===== src/rtl/dbt_pkg.sv =====
package dbt_pkg;

    typedef enum logic [1:0] {
        CMD_ACT = 2'd0,
        CMD_RD  = 2'd1,
        CMD_WR  = 2'd2,
        CMD_PRE = 2'd3
    } cmd_e;

    localparam int TW = 4;

    localparam int F_RCD = 0;
    localparam int F_RP  = 2;
    localparam int F_RAS = 4;
    localparam int F_RC  = 7;
    localparam int F_RRD = 10;
    localparam int F_WR  = 11;
    localparam int F_WTR = 13;
    localparam int F_CL  = 14;
    localparam int F_TOP = 16;

    typedef struct packed {
        logic [TW-1:0] rcd;
        logic [TW-1:0] rp;
        logic [TW-1:0] ras;
        logic [TW-1:0] rc;
        logic [TW-1:0] rrd;
        logic [TW-1:0] wr;
        logic [TW-1:0] wtr;
    } timing_t;

    function automatic logic [TW-1:0] dec_sat(input logic [TW-1:0] v);
        return (v != '0) ? v - 1'b1 : v;
    endfunction

endpackage


===== src/rtl/dbt_cfg_decode.sv =====
module dbt_cfg_decode
    import dbt_pkg::*;
(
    input  logic [31:0]   cfg,
    output timing_t       tim,
    output logic [2:0]    cl_half,
    output logic          bad_code
);
    always_comb begin
        tim.rcd = {2'b00, cfg[F_RCD +: 2]} + 4'd1;
        tim.ras = {1'b0, cfg[F_RAS +: 3]} + 4'd2;
        tim.rc  = {1'b0, cfg[F_RC  +: 3]} + 4'd3;
        tim.rrd = cfg[F_RRD] ? 4'd3 : 4'd2;
        tim.wtr = cfg[F_WTR] ? 4'd2 : 4'd1;

        unique case (cfg[F_RP +: 2])
            2'b00:   tim.rp = 4'd3;
            2'b01:   tim.rp = 4'd2;
            2'b10:   tim.rp = 4'd1;
            default: tim.rp = 4'd4;
        endcase

        unique case (cfg[F_WR +: 2])
            2'b00:   tim.wr = 4'd1;
            2'b10:   tim.wr = 4'd2;
            default: tim.wr = 4'd3;
        endcase

        unique case (cfg[F_CL +: 2])
            2'b01:   cl_half = 3'd4;
            2'b10:   cl_half = 3'd5;
            default: cl_half = 3'd6;
        endcase

        bad_code = (cfg[F_WR +: 2] == 2'b01)
                 | (cfg[F_CL +: 2] == 2'b11)
                 | (|cfg[31:F_TOP]);
    end
endmodule


===== src/rtl/dbt_bank_ctr.sv =====
module dbt_bank_ctr
    import dbt_pkg::*;
(
    input  logic    clk,
    input  logic    rst_n,
    input  timing_t tim,
    input  logic    do_act,
    input  logic    do_wr,
    input  logic    do_pre,
    output logic    is_open,
    output logic    col_ok,
    output logic    pre_ok,
    output logic    act_ok
);
    typedef struct packed {
        logic          open;
        logic [TW-1:0] rcd;
        logic [TW-1:0] ras;
        logic [TW-1:0] rc;
        logic [TW-1:0] rp;
        logic [TW-1:0] wr;
    } bank_st_t;

    bank_st_t st_d, st_q;

    always_comb begin
        st_d     = st_q;
        st_d.rcd = dec_sat(st_q.rcd);
        st_d.ras = dec_sat(st_q.ras);
        st_d.rc  = dec_sat(st_q.rc);
        st_d.rp  = dec_sat(st_q.rp);
        st_d.wr  = dec_sat(st_q.wr);
        if (do_act) begin
            st_d.open = 1'b1;
            st_d.rcd  = tim.rcd - 1'b1;
            st_d.ras  = tim.ras - 1'b1;
            st_d.rc   = tim.rc  - 1'b1;
        end
        if (do_wr) begin
            st_d.wr = tim.wr - 1'b1;
        end
        if (do_pre) begin
            st_d.open = 1'b0;
            st_d.rp   = tim.rp - 1'b1;
        end
    end

    always_ff @(posedge clk) begin
        if (!rst_n) st_q <= '0;
        else        st_q <= st_d;
    end

    assign is_open = st_q.open;
    assign col_ok  = (st_q.rcd == '0);
    assign pre_ok  = (st_q.ras == '0) && (st_q.wr == '0);
    assign act_ok  = (st_q.rp == '0) && (st_q.rc == '0);
endmodule


===== src/rtl/dbt_cross_ctr.sv =====
module dbt_cross_ctr
    import dbt_pkg::*;
(
    input  logic    clk,
    input  logic    rst_n,
    input  timing_t tim,
    input  logic    any_act,
    input  logic    any_wr,
    output logic    gap_ok,
    output logic    rd_ok
);
    typedef struct packed {
        logic [TW-1:0] rrd;
        logic [TW-1:0] wtr;
    } cross_st_t;

    cross_st_t st_d, st_q;

    always_comb begin
        st_d.rrd = any_act ? tim.rrd - 1'b1 : dec_sat(st_q.rrd);
        st_d.wtr = any_wr  ? tim.wtr - 1'b1 : dec_sat(st_q.wtr);
    end

    always_ff @(posedge clk) begin
        if (!rst_n) st_q <= '0;
        else        st_q <= st_d;
    end

    assign gap_ok = (st_q.rrd == '0);
    assign rd_ok  = (st_q.wtr == '0);
endmodule


===== src/rtl/dram_bank_timer.sv =====
module dram_bank_timer
    import dbt_pkg::*;
#(
    parameter int NUM_BANKS = 4,
    parameter int BANK_W    = $clog2(NUM_BANKS)
) (
    input  logic              clk,
    input  logic              rst_n,
    input  logic [31:0]       cfg_word,
    input  logic              req_valid,
    input  logic [1:0]        req_cmd,
    input  logic [BANK_W-1:0] req_bank,
    input  logic              req_issue,
    output logic              grant,
    output logic              cfg_err,
    output logic [2:0]        rd_data_delay
);
    timing_t tim;
    logic    bad_code;
    logic    err_d, err_q;
    logic    take;
    cmd_e    cmd;

    logic [NUM_BANKS-1:0] b_open, b_col_ok, b_pre_ok, b_act_ok;
    logic [NUM_BANKS-1:0] b_act, b_wr, b_pre;
    logic                 gap_ok, rd_ok;

    assign cmd = cmd_e'(req_cmd);

    dbt_cfg_decode u_dec (
        .cfg      (cfg_word),
        .tim      (tim),
        .cl_half  (rd_data_delay),
        .bad_code (bad_code)
    );

    assign take = req_valid & req_issue & grant;

    for (genvar i = 0; i < NUM_BANKS; i++) begin : g_bank
        assign b_act[i] = take && (cmd == CMD_ACT) && (req_bank == BANK_W'(i));
        assign b_wr[i]  = take && (cmd == CMD_WR)  && (req_bank == BANK_W'(i));
        assign b_pre[i] = take && (cmd == CMD_PRE) && (req_bank == BANK_W'(i));

        dbt_bank_ctr u_bank (
            .clk     (clk),
            .rst_n   (rst_n),
            .tim     (tim),
            .do_act  (b_act[i]),
            .do_wr   (b_wr[i]),
            .do_pre  (b_pre[i]),
            .is_open (b_open[i]),
            .col_ok  (b_col_ok[i]),
            .pre_ok  (b_pre_ok[i]),
            .act_ok  (b_act_ok[i])
        );
    end

    dbt_cross_ctr u_cross (
        .clk     (clk),
        .rst_n   (rst_n),
        .tim     (tim),
        .any_act (|b_act),
        .any_wr  (|b_wr),
        .gap_ok  (gap_ok),
        .rd_ok   (rd_ok)
    );

    always_comb begin
        logic ok;
        unique case (cmd)
            CMD_ACT: ok = !b_open[req_bank] && b_act_ok[req_bank] && gap_ok;
            CMD_RD:  ok = b_open[req_bank] && b_col_ok[req_bank] && rd_ok;
            CMD_WR:  ok = b_open[req_bank] && b_col_ok[req_bank];
            default: ok = b_open[req_bank] && b_pre_ok[req_bank];
        endcase
        grant = req_valid && ok;
    end

    always_comb begin
        err_d = err_q | bad_code;
    end

    always_ff @(posedge clk) begin
        if (!rst_n) err_q <= 1'b0;
        else        err_q <= err_d;
    end

    assign cfg_err = err_q;
endmodule


===== config.mk =====
export PLATFORM = sky130hd
export DESIGN_NAME = dram_bank_timer
export DESIGN_NICKNAME = d
export VERILOG_FILES = /design/src/rtl/dbt_pkg.sv /design/src/rtl/dbt_cfg_decode.sv /design/src/rtl/dbt_bank_ctr.sv /design/src/rtl/dbt_cross_ctr.sv /design/src/rtl/dram_bank_timer.sv
export SDC_FILE = /design/constraint.sdc
export NUM_CORES = 1
export LEC_CHECK = 0
export BUFFER_PORTS_ARGS = -buffer_cell sky130_fd_sc_hd__buf_2
export CAP_MARGIN = 20
export CORE_MARGIN = 8
export CORE_UTILIZATION = 40
export DETAILED_ROUTE_END_ITERATION = 10
export PLACE_DENSITY_LB_ADDON = 0.15
export SLEW_MARGIN = 20
export SYNTH_ARGS = -nofsm -noshare
export SYNTH_HDL_FRONTEND = slang
export SYNTH_SLANG_ARGS = --single-unit

===== constraint.sdc =====
create_clock -name clk -period 3.62 [get_ports clk]
set_clock_uncertainty 0.15 [all_clocks]
set_input_delay 0.181 -clock clk [delete_from_list [all_inputs] [get_ports clk]]
set_output_delay 0.181 -clock clk [all_outputs]
set_load 0.1 [all_outputs]

---- Word level (Yosys, flattened, before mapping) ----
Cells that the tools add are included.
storage, ports and cells
  bits of input ports ..................... 40
  ROM bits ................................ 0
  memories ................................ 0
  memory bits (writable) .................. 0
  flip-flop bits (word level) ............. 93
  bits in latches ......................... 0
  logic and storage cells ................. 236
  output and inout bits ................... 5
operators by class
  magnitude comparators ................... 1
  equality and inequality tests ........... 13
  div/mod/pow operators ................... 0
  shifts and indexed selects .............. 0
  reduce and logical (&&, ||, !) cells .... 107
  $mul .................................... 0
  bitwise logic cells ..................... 6
  muxes and demuxes ....................... 50
  add/sub/neg operators ................... 32
operator list
  cell                 number
  $mux 4               32
  $sub 4x1->4 const B  24
  $logic_not 4->1      22
  $reduce_bool 4->1    22
  $mux 12              4
  $reduce_bool 2->1    22
  $logic_and 1x1->1    29
  $eq 2x2->1 const B   8
  $reduce_or 16->1     1
  $eq 2x1->1 const B   5
  $pmux 3 s3           1
  $sub 2x1->3 const B  3
  $add 3x2->4 const B  2
  $bmux 1 s2           4
  $logic_not 2->1      4
  $pmux 2 s2           2
  $reduce_or 2->1      4
  $reduce_or 4->1      2
  $sub 3x1->4 const B  2
  $mux 1               5
  $add 2x1->3 const B  1
  $lt 2x3->1 const B   1
  $or 1x1->1           3
  $pmux 1 s3           1
  4 further kinds      5

---- Depth between registers and ports, before layout ----
  depth after elaboration ................. 13
  mapped depth ............................ 9
  depth with buffers taken out ............ 7

---- By module ----
From an unflattened synthesis, not the netlist that was laid out.
second synthesis, totals
  cell total of the unflattened synthesis .. 548
  area total of the unflattened synthesis .. 5412.7 sq um
by module, submodules not included
  module           cells each  times used  area an instance (sq um)  seq. area each (sq um)
  dbt_bank_ctr     106         4           1086.0                    420.4
  dbt_cross_ctr    43          1           437.9                     160.2
  dram_bank_timer  40          1           342.8                     20.0
  dbt_cfg_decode   41          1           287.8                     0.0

---- Least setup slack after synthesis ----
No wires, ideal clock.
  path type ............................... reg2out
  start ................................... reg u_cross.st_q[4] (netlist bit)
  end ..................................... out grant
  data required time ...................... 3.289 ns
  path buffers ............................ 2
  slack ................................... -0.645 ns
  cell stages (with the launch flop) ...... 10
  data arrival time ....................... 3.934 ns
  cell sequence ........................... dfxtp_1 -> inv_1 -> ha_1 -> or3b_2 -> clkbuf_1 -> nor4_4 -> o31a_1 -> buf_2 -> nand2_1 -> a21boi_0
between the ends
  word-level cells in the longest chain between the ends .. 4
RTL lines
  element                 line                   text
  from (decl)             dbt_cross_ctr.sv:17    cross_st_t st_d, st_q;
  from (signal assigned)  dbt_cross_ctr.sv:26    else st_q <= st_d;
  $logic_not 4->1         dbt_cross_ctr.sv:29    assign gap_ok = (st_q.rrd == '0);
  $logic_and 1x1->1       dram_bank_timer.sv:71  CMD_ACT: ok = !b_open[req_bank] && b_act_ok[req_bank] && gap_ok;
  $pmux 1 s3              dram_bank_timer.sv:70  unique case (cmd)
  $logic_and 1x1->1       dram_bank_timer.sv:76  grant = req_valid && ok;
  to (decl)               dram_bank_timer.sv:14  output logic grant,
No other way between the ends.

---- Worst setup path after layout ----
  start ................................... reg g_bank[2].u_bank.st_q[12] (netlist bit)
  end ..................................... out grant
between the ends
  word-level cells in the longest chain between the ends .. 7
RTL lines
  element                       line                   text
  from (decl)                   dbt_bank_ctr.sv:24     bank_st_t st_d, st_q;
  from (signal assigned)        dbt_bank_ctr.sv:50     else st_q <= st_d;
  $logic_not 4->1               dbt_bank_ctr.sv:55     assign pre_ok = (st_q.ras == '0) && (st_q.wr == '0);
  $logic_and 1x1->1             dbt_bank_ctr.sv:55
  $bmux 1 s2                    dram_bank_timer.sv:74  default: ok = b_open[req_bank] && b_pre_ok[req_bank];
  $mux 1 (implied by the code)  dram_bank_timer.sv:74
  $logic_and 1x1->1             dram_bank_timer.sv:74
  $pmux 1 s3                    dram_bank_timer.sv:70
  $logic_and 1x1->1             dram_bank_timer.sv:76
No other way between the ends. The select of a mux whose other input is x is not followed.

==> results.md <==
- Worst-margin pin slew: 0.881 ns
- Avg WL per Cell: 14.8 um
- Pint: 3.34 mW
- Critical path type: reg2out
- Met2 WL post-DR: 6180 um
- CP Data Required Time: 3.29 ns
- Final Max Tran Viols: 0
- Worst hold path depth: 3
- GRT Resource Usage Total: 15.4%
- DPL Wire Length: 9520 um
- CTS clk-pin slew, worst paths: 0.07 ns
- PD cells: 841 nW/um2
- Hold Crit Class: in2reg
- Initial Util: 40.6%
- Clk pwr share: 19.1%
- Top-level port count: 45
- Post-route antenna net violation count: 0
- Cts bufs inserted: 9
- Share of post-route cells with drive strength above 1: 13.8%
- Synth Area per Inst: 8.63 um2
- M1 WL: 6340 um
- Switching fraction of total power: 38.2%
- Design area: 6420 um2
- CP arrival: 2.97 ns
- Comb power frac: 49.3%
- Sw power: 2.06 mW
- Synthesized area: 5570 um2
- Synth cell types: 52
- Die width: 134 um
- Final nets: 786
- Final std cells w/o fill: 883
- N_diodes: 0
- Hold EP: g_bank[3].u_bank.st_q[12]
- Clock Latency Late Sink: 0.35 ns
- Top_reg_cell synth: dfxtp_1
- GR Overflow Total: 0
- Drt total wl: 13000 um
- Max Fclk: 303 MHz
- Setup repair after global routing missed its margin: no
- Tcrit/Tclk final: 91.2%
- Crit-path max FO: 5
- Die ar.: 17900 um2
- Post-route minimum period: 3.30 ns
- Flop2flop setup slack: 0.48 ns
- Worst setup margin: 0.318 ns
- Post-DP Area: 6010 um2
- Gate Count Post-Synth: 645
- CP Launch Type: flip-flop
- Post-route setup TNS: 0 ns
- Largest net degree at the start of global routing: 61
- CTS tree: done
- Status: finished clean
- Placed cell count: 859
- Sequential Power Share: 31.6%
- Yosys warnings: 0
- Number of synthesized flops with an enable pin: 0
- Register Area: 1860 um2
- Die H: 134 um
- CP Capture Type: output port
- Vias/cell: 5.16
- Hold Startpoint: cfg_word[4]
- Area Overhead vs Synth: 15.3%
- Final-report setup violation count: 0
- Port bufs: 43
- R2R Path Start: g_bank[3].u_bank.st_q[16]
- Total clock sinks: 93
- Detail Route met3 WL: 337 um
- Rel. slew slack: 41.1%
- Final hold violations: 0
- Total of max-cap violations: 0
- Final Core Density: 46.8%
- CTS root buffer: clkbuf_16
- Initial antenna violation count: 0
- Multi-input gate area: 3400 um2
- Post-CTS Setup Bufs: 0
- Post-synth ARST share: 0%
- Peak supply drop: 0.351 mV
- Sequential cell area fraction in the yosys report: 33.4%
- Synthesis-stage register bit count: 93
- Synthesized netlist net count: 733
- Detailed Route Iter0 Violations: 165
- H-tree depth: 3
- DR DRC count: 0
- LEAKAGE: 2.58 nW
- Number of filler cells placed in the layout: 1357
- First-pass DRT Iterations: 4
- Max Buffers Root-to-Sink: 2
- Global-route wire length before repair: 22500 um
- Gpl congestion: 0.780
- Rows: 43
- Worst R2R End: g_bank[0].u_bank.st_q[17]
- Vias in the first global route: 4662
- FF-to-FF path depth: 8
- Pre-CTS WS: 0.500 ns
- Placeable Area: 13700 um2
- Via count: 4553
- Uppermost layer routed: met4
==> layer usage <==
layer,vias up,global-route usage (%)
met5,-,0
met1,2148,18.6
met2,61,26.3
li1,2332,-
met3,12,2.99
met4,0,6.05
==> metrics by stage <==
step                hold slack, ns  total power, mW
floorplan                    0.170             3.79
global placement             0.293             4.28
detailed placement           0.294             4.39
CTS                         0.0197             5.47
global route                0.0627             5.94
finish                      0.0286             5.40
==> power by group through the flow <==
| stage | logic [mW] | clock network (mW) | registers, mW |
|---|---|---|---|
| final | 2.66 | 1.03 | 1.71 |
| after floorplan | 2.14 | 0 | 1.66 |
| after global placement | 2.57 | 0 | 1.71 |
| after CTS | 2.69 | 1.07 | 1.70 |
| after global routing | 3.08 | 1.10 | 1.76 |
| after detailed placement | 2.67 | 0 | 1.72 |
==> worst max-delay path by stage <==
stage,start,end,cells past startpoint
6_report,g_bank[2].u_bank.st_q[12],grant,8
5_1_grt,g_bank[1].u_bank.st_q[12],grant,8
4_1_cts,g_bank[2].u_bank.st_q[12],grant,8
3_5_place_dp,g_bank[2].u_bank.st_q[16],g_bank[0].u_bank.st_q[17],8
3_3_place_gp,u_cross.st_q[0],g_bank[0].u_bank.st_q[9],8
2_1_floorplan,u_cross.st_q[4],grant,9
==> cell type report <==
cell class	count	share of cell area, %
inverters	49	2.87
flip-flops and latches	93	29.0
clock buffers	9	3.51
well taps	180	3.51
multi-input cells	477	52.9
clock inverters	7	1.56
repair buffers	68	6.59
==> worst max-delay path, stage by stage, from the launching register on <==
cell      delay, ns
dfxtp_1        0.33
inv_1          0.09
ha_1           0.17
nor3b_1        0.51
nand2_1        0.19
mux4_2         0.48
o21a_1         0.18
a21boi_1       0.21
buf_2          0.47
==> registers in the layout, indices dropped and copies added (netlist names) <==
register / cells
g_bank.u_bank.st_q: 80
u_cross.st_q: 8
g_bank.u_bank.is_open: 4
cfg_err: 1
==> cells in the final DEF (no fill, tap or decap), types with 5 or more instances in the layout <==
| cell | count |
|---|---|
| clkbuf_16 | 9 |
| o21ai_0 | 29 |
| nor2_1 | 32 |
| nand2_1 | 65 |
| nand2b_1 | 7 |
| nor3_1 | 36 |
| buf_4 | 17 |
| mux2_2 | 5 |
| nand3_1 | 18 |
| a21oi_1 | 34 |
| and3_1 | 5 |
| inv_1 | 49 |
| or3_1 | 32 |
| mux2i_1 | 40 |
| dfxtp_1 | 93 |
| buf_2 | 43 |
| nor3b_1 | 22 |
| ha_1 | 48 |
| xnor2_1 | 47 |
| a211oi_1 | 5 |
| dlygate4sd3_1 | 8 |
==> synth_stat cells, drive strengths merged (6+ instances only) <==
cell	n	area share, %
a211oi	6	0.90
clkbuf	19	1.3
nor3b	22	3.0
or3	32	3.6
buf	7	0.92
inv	49	3.3
dfxtp	93	33
ha	48	11
a21oi	34	3.1
nor3	36	3.2
nand2b	7	0.79
nand3	18	1.6
nand2	65	4.4
mux2i	40	7.2
nor2	32	2.2
xnor2	47	7.4
o21ai	29	2.6
==> what timing repair did <==
action	CTS	global route
resized for setup	0	0
hold endpoints to repair	12	0
hold buffers	8	0
==> cells by family (layout without fill, tap and decap cells) <==
logic type | count (synthesis) | count (layout) | synth area share [%]
compound gates | 92 | 92 | 10.5
xor+xnor | 49 | 49 | 7.71
fa+ha+maj | 48 | 48 | 10.8
buf+inv | 75 | 133 | 5.53
flops | 93 | 93 | 33.4
mux | 48 | 48 | 9.42
other cells | 1 | 1 | 0.0674
simple gates | 239 | 239 | 22.6
Power figures use the tool's default switching activity.
